### config.mk
export PLATFORM = sky130hd
export DESIGN_NAME = rom_prefetch_buf
export DESIGN_NICKNAME = d
export VERILOG_FILES = /design/src/rtl/rom_prefetch_buf.sv
export SDC_FILE = /design/constraint.sdc
export NUM_CORES = 1
export LEC_CHECK = 0
export BUFFER_PORTS_ARGS = -buffer_cell sky130_fd_sc_hd__buf_2
export CAP_MARGIN = 20
export CORE_ASPECT_RATIO = 0.75
export CORE_UTILIZATION = 38
export CTS_CLUSTER_SIZE = 24
export DETAILED_ROUTE_END_ITERATION = 10
export PLACE_DENSITY = 0.74
export SLEW_MARGIN = 10
export SYNTH_ARGS = -nofsm -noshare
export SYNTH_HDL_FRONTEND = slang
export SYNTH_SLANG_ARGS = --single-unit
export TNS_END_PERCENT = 100
### constraint.sdc
create_clock -name clk -period 1.5 [get_ports clk]
set_input_delay 0.15 -clock clk [delete_from_list [all_inputs] [get_ports clk]]
set_output_delay 0.15 -clock clk [all_outputs]
set_load 0.01 [all_outputs]
### src/rtl/rom_prefetch_buf.sv
module rom_prefetch_buf #(
  parameter int PTR_W   = 16,
  parameter int BANK_W  = 8,
  parameter int DATA_W  = 8,
  parameter int DIV_W   = 2,
  parameter int LAT_ADD = 4
) (
  input  logic                    clk,
  input  logic                    rst_n,
  input  logic                    tmg_clr,
  input  logic                    ptr_we,
  input  logic [PTR_W-1:0]        ptr_wdata,
  input  logic [BANK_W-1:0]       bank,
  input  logic [DIV_W-1:0]        div,
  input  logic                    rd_req,
  input  logic [DATA_W-1:0]       rom_rdata,
  output logic                    rom_re,
  output logic [BANK_W+PTR_W-1:0] rom_addr,
  output logic [DATA_W-1:0]       dout,
  output logic                    busy,
  output logic                    stall
);
  localparam int CNT_MAX = (1 << DIV_W) - 1 + LAT_ADD;
  localparam int CNT_W   = $clog2(CNT_MAX + 1);

  logic [CNT_W-1:0] cnt;
  logic [PTR_W-1:0] ptr;
  logic             load;
  logic             expire;

  assign load     = ptr_we && !tmg_clr;
  assign expire   = (cnt == CNT_W'(1)) && !load && !tmg_clr;
  assign busy     = (cnt != '0);
  assign stall    = rd_req && busy;
  assign rom_re   = expire;
  assign rom_addr = {bank, ptr};

  always_ff @(posedge clk or negedge rst_n) begin
    if (!rst_n) begin
      cnt  <= '0;
      ptr  <= '0;
      dout <= '0;
    end else if (tmg_clr) begin
      cnt  <= '0;
      dout <= '0;
    end else if (load) begin
      ptr <= ptr_wdata;
      cnt <= CNT_W'(div) + CNT_W'(LAT_ADD);
    end else if (busy) begin
      cnt <= cnt - CNT_W'(1);
      if (expire) dout <= rom_rdata;
    end
  end

  AST_LOAD_BUSY: assert property (@(posedge clk) disable iff (!rst_n)
    load |=> busy);
  AST_NO_WRAP: assert property (@(posedge clk) disable iff (!rst_n)
    !busy && !ptr_we |=> !busy);
  AST_STROBE_SINGLE: assert property (@(posedge clk) disable iff (!rst_n)
    rom_re && !ptr_we |=> !rom_re && !busy);
  AST_CAPTURE: assert property (@(posedge clk) disable iff (!rst_n)
    rom_re |=> dout == $past(rom_rdata));
  AST_DATA_HOLD: assert property (@(posedge clk) disable iff (!rst_n)
    !rom_re && !tmg_clr |=> $stable(dout));
  AST_CLEAR: assert property (@(posedge clk) disable iff (!rst_n)
    tmg_clr |=> !busy && dout == '0);
  AST_STALL_IDLE: assert property (@(posedge clk) disable iff (!rst_n)
    !busy |-> !stall);
endmodule

# Yosys cells after proc, flatten, opt, wreduce, memory -nomap -nowiden
# Index checks and enable logic that the tools add are counted.
# Widths: inputs -> output; s select.
[word_totals]
in_bits = 39
ff_bits = 27
wordCells = 27
[op_classes]
reduce_logical = 12
n_eq_ne = 2
bitwise = 1
n_addsub = 2
n_mux = 7
[ops]
columns = ["operator", "n"]
rows = [
  ["$mux 8", 4],
  ["$mux 3", 3],
  ["$reduce_bool 3->1", 2],
  ["$logic_and 1x1->1", 4],
  ["$reduce_bool 2->1", 2],
  ["$add 2x3->3 const B", 1],
  ["$eq 3x1->1 const B", 1],
  ["$reduce_and 3->1", 1],
  ["$sub 3x1->3 const B", 1],
  ["$logic_not 1->1", 2],
  ["$ne 2x2->1 const B", 1],
  ["$reduce_and 2->1", 1],
  ["$not 1->1", 1],
]

# Depth between registers and ports, before layout
[logic_depth]
ltp_word = 9
depth_mapped = 6

# Least setup slack after synthesis
# No wires, ideal clock.
[synth_timing]
path_type = "register to register"
from = "reg cnt[0]"
to = "reg dout[0]"
path_stages_with_launch = 7
t_required_ns = 1.364
t_arrival_ns = 1.425
path_slack_ns = -0.062
cell_sequence = "dfrtp_1 inv_1 ha_1 or4b_1 buf_2 nand2_1 a21oi_1"
[synth_between]
elab_chain_cells = 5
elab_cells_between_ends = 7
classes_between = "eq/ne (1); reduce/logical (6)"
[synth_rtl]
columns = ["element", "line_no", "source"]
rows = [
  ["start: declaration", "26", "logic [CNT_W-1:0] cnt;"],
  ["start signal: assignment", "48", "cnt <= CNT_W'(div) + CNT_W'(LAT_ADD);"],
  ["start signal: assignment", "50", "cnt <= cnt - CNT_W'(1);"],
  ["$eq 3x1->1", "32", "assign expire = (cnt == CNT_W'(1)) && !load && !tmg_clr;"],
  ["$logic_and 1x1->1 (2 in series)", "32", ""],
  ["$reduce_bool 2->1 (no source line)", "n/a", ""],
  ["$reduce_and 3->1 (no source line) *", "n/a", ""],
  ["end signal: assignment", "51", "if (expire) dout <= rom_rdata;"],
  ["end: declaration", "19", "output logic [DATA_W-1:0] dout,"],
]
# Every way passes the cells marked *; elsewhere a longest branch is shown, timed or not.
# A chain may end at the register's enable or synchronous reset.

# Worst setup path after layout
[layout_timing]
from = "reg cnt[1]"
to = "out stall"
[layout_between]
elab_chain_cells = 2
[layout_rtl]
columns = ["element", "line_no", "source"]
rows = [
  ["$reduce_bool 3->1", "33", "assign busy = (cnt != '0);"],
  ["$logic_and 1x1->1", "34", "assign stall = rd_req && busy;"],
  ["end: declaration", "21", "output logic stall"],
]
# No other way between the ends.

==> results.cfg <==
[setup_path]
worstSetupEndpointType = output pin
path_cells = inv_2, ha_4, buf_6, nand2b_4, and2_1, buf_2
critical_path.max_stage_delay_ns = 0.40
critical-path-slowest-cell = sky130_fd_sc_hd__dfrtp_1
critical_path.startpoint_type = register
worst_ep_required_time_ns = 1.35
critPathArrivalTime_ns = 1.37
path_max_fanout = 5
criticalPathCategory = reg -> out
r2r_cells = 5

[flow_run]
drv_cap = 0

[timing]
timing_max_transition_violations_final = 0
grt_setup_unrepaired = yes
fin_crit_sh_pct = 101
fin_ws_ns = -0.0165
setup_total_negative_slack_ns = -0.0477
setup-violations-final = 6
fin_skew_ns = 0.00476
max_slew.worst_pin.slew_ns = 0.607
fin_worst_hold_slack_ns = 0.0860
layout_min_cycle_time_ns = 1.52
report.final.hold_viol_count = 0
maxSlewHeadroom_pct = 59.5
achievable-frequency_mhz = 659

[cells_and_area]
finish.cell_count_without_fillers = 203
layout_cells_sized_above_1_pct = 57.0
final_net_count = 208
core_utilization_of_the_finished_layout_pct = 56.5
n_antenna_cell = 0
syn2layout_area_growth_pct = 37.2
layout_filler_cell_count = 278

[global_route]
grt_overflow_total = 0
met1_usage_pct = 18.9
met2_usage_pct = 26.8
vias_in_the_first_global_route = 929
antenna_violations_before_repair = 0
groute.usage.overall_pct = 15.7
use_met3_pct = 4.61
top_usage_layer = met2
grt_max_degree = 28
grt_pass1_wl_um = 4060

[place]
io_buffer_count = 57
place.detailed.instances = 192
finalWeightedCongestion = 0.653
dpl.hpwl_um = 1890

[synth]
mappedNetlistArea_um2 = 1240
ys_seq_area_share_pct = 54.3
ys.warnings.count = 0
postSynthRegisterBits = 27
synthCells = 104
synth.net_count = 146
synthesis.area_per_instance_um2 = 12.0
netlist-cell-type-count = 23

[detailed_routing]
via_count = 959
drt-pass1-iter-count = 4
ant_nets = 0
routed_via_density = 4.72
routed_wire_length_per_instance_um = 12.5
post-route-drc-count = 0
drt_iter0_markers = 39
drt-total-wl_um = 2540

[floorplanning]
dieArea_um2 = 3510
die_width_um = 68.1
fp-row-count = 17
core_area_um2 = 3020
io_pins = 74
die_y_um = 51.5
floorplan.initialDensity_pct = 41.2

[outcome]
run_status = finished with violations
failing_checks = negative setup slack

[clock_network]
path_clk_slew_ns = 0.09
worst_skew_late_latency_ns = 0.27
cts_num_sinks = 27
htree_num_levels = 1
clk_path_buf_depth = 2
cts_inserted_buffers = 3
cts.root.buffer_cell = sky130_fd_sc_hd__clkbuf_8
tritoncts_clock_tree = built

[worst_hold_path]
worst_min_delay_path_category = in -> reg
worstHoldPathCells = 2

[power]
static_leakage_nw = 0.830
pwr_dens_nw_per_um2 = 968
ir_drop_uv = 676
==> critical path, delay by kind of cell (launching register included) <==
kind	cells	cell delay [ns]
DFF	1	0.40
buffers and inverters	3	0.36
and+or+nand+nor	2	0.19
adders and majority gates	1	0.14
==> registers in the layout, indices dropped and copies added, names as in the netlist <==
signal / cells
cnt: 3
dout: 8
ptr: 16
==> final timing paths <==
check	to	start	slack (ns)
setup / recovery	stall	cnt[1]	-0.02
hold reg to reg	ptr[10]	ptr[10]	0.49
setup reg to reg	dout[5]	cnt[1]	-0.01
hold / removal	ptr[8]	ptr_wdata[8]	0.09
min in group asynchronous	dout[5]	rst_n	0.41
max in group asynchronous	cnt[0]	rst_n	0.69
==> placed cells by master, fill, tap and decap left out, types with 3 or more instances in the layout <==
master,instances
sky130_fd_sc_hd__a21oi_2,3
sky130_fd_sc_hd__clkbuf_8,3
sky130_fd_sc_hd__buf_4,9
sky130_fd_sc_hd__dfrtp_1,27
sky130_fd_sc_hd__nand2_2,4
sky130_fd_sc_hd__mux2_1,10
sky130_fd_sc_hd__a21oi_1,5
sky130_fd_sc_hd__mux2_2,6
sky130_fd_sc_hd__nor2b_1,3
sky130_fd_sc_hd__buf_6,3
sky130_fd_sc_hd__buf_2,57
sky130_fd_sc_hd__nand2_1,12
==> cell type report <==
cell class / count / area (um2) / share of cell area, %
Multi-Input combinational cell: 60 / 523 / 30.6
Inverter: 4 / 15.0 / 0.880
Clock inverter: 1 / 7.51 / 0.440
Clock buffer: 3 / 41.3 / 2.42
Sequential cell: 27 / 676 / 39.6
Timing Repair Buffer: 70 / 397 / 23.2
Tap cell: 38 / 47.5 / 2.79
==> synth_stat cells <==
| master | instances | area share, % |
|---|---|---|
| sky130_fd_sc_hd__ha_1 | 3 | 3.0 |
| sky130_fd_sc_hd__a21oi_1 | 8 | 3.2 |
| sky130_fd_sc_hd__nor2b_1 | 3 | 1.5 |
| sky130_fd_sc_hd__nand2_1 | 16 | 4.8 |
| sky130_fd_sc_hd__nor4b_1 | 1 | 0.70 |
| sky130_fd_sc_hd__dfrtp_1 | 27 | 54 |
| sky130_fd_sc_hd__a2111oi_0 | 1 | 0.70 |
| sky130_fd_sc_hd__mux2_1 | 10 | 9.1 |
| sky130_fd_sc_hd__and2_1 | 1 | 0.50 |
| sky130_fd_sc_hd__buf_6 | 2 | 1.8 |
| sky130_fd_sc_hd__mux2_2 | 6 | 5.4 |
| sky130_fd_sc_hd__inv_1 | 4 | 1.2 |
| sky130_fd_sc_hd__nor3b_1 | 1 | 0.60 |
| sky130_fd_sc_hd__nor2_1 | 2 | 0.60 |
| sky130_fd_sc_hd__buf_4 | 8 | 4.8 |
| sky130_fd_sc_hd__nor3_1 | 2 | 0.80 |
| sky130_fd_sc_hd__buf_2 | 2 | 0.80 |
| sky130_fd_sc_hd__clkbuf_1 | 1 | 0.30 |
| sky130_fd_sc_hd__or4b_1 | 1 | 0.80 |
| sky130_fd_sc_hd__nand2b_4 | 1 | 1.1 |
| sky130_fd_sc_hd__and3b_1 | 1 | 0.70 |
| sky130_fd_sc_hd__a211oi_1 | 2 | 1.2 |
| sky130_fd_sc_hd__nor4b_4 | 1 | 1.9 |
==> stage by stage <==
stage                     setup slack [ns]  total power, mW  area [um2]
after detailed placement           -0.0794             1.20        1530
after CTS                          -0.0366             1.66        1650
after global placement             -0.0273             1.19        1530
final                              -0.0165             1.65        1710
after global routing               -0.0955             1.77        1710
after floorplan                    0.00251             1.06        1250
==> where the power goes <==
part / internal, mW / switching [mW] / total, mW
Sequential: 0.803 / 0.0369 / 0.840
Clock: 0.188 / 0.226 / 0.414
Combinational: 0.210 / 0.188 / 0.398
==> repair_timing <==
item	CTS	global route
hold endpoints to repair	27	0
setup buffers	3	3
hold buffers	1	0
gates resized for setup	9	10
setup endpoints to repair	11	11
pin swaps	3	10
==> metal layers <==
layer,up-vias,part of all wire [%]
li1,460,-
met1,448,43
met2,43,48
met3,8,7.6
met4,0,1.8
met5,-,0
==> kinds of logic (layout without fill, tap and decap cells) <==
group	count (synthesis)	count (layout)	share of synthesized area [%]
AO/OA/AOI/OAI	11	11	5.13
adder cells (fa/ha/maj)	3	3	3.02
buffers and inverters	17	78	8.95
flip-flops	27	27	54.3
multiplexers	16	16	14.5
AND/OR/NAND/NOR	30	30	14.1
Power figures use the tool's default switching activity.
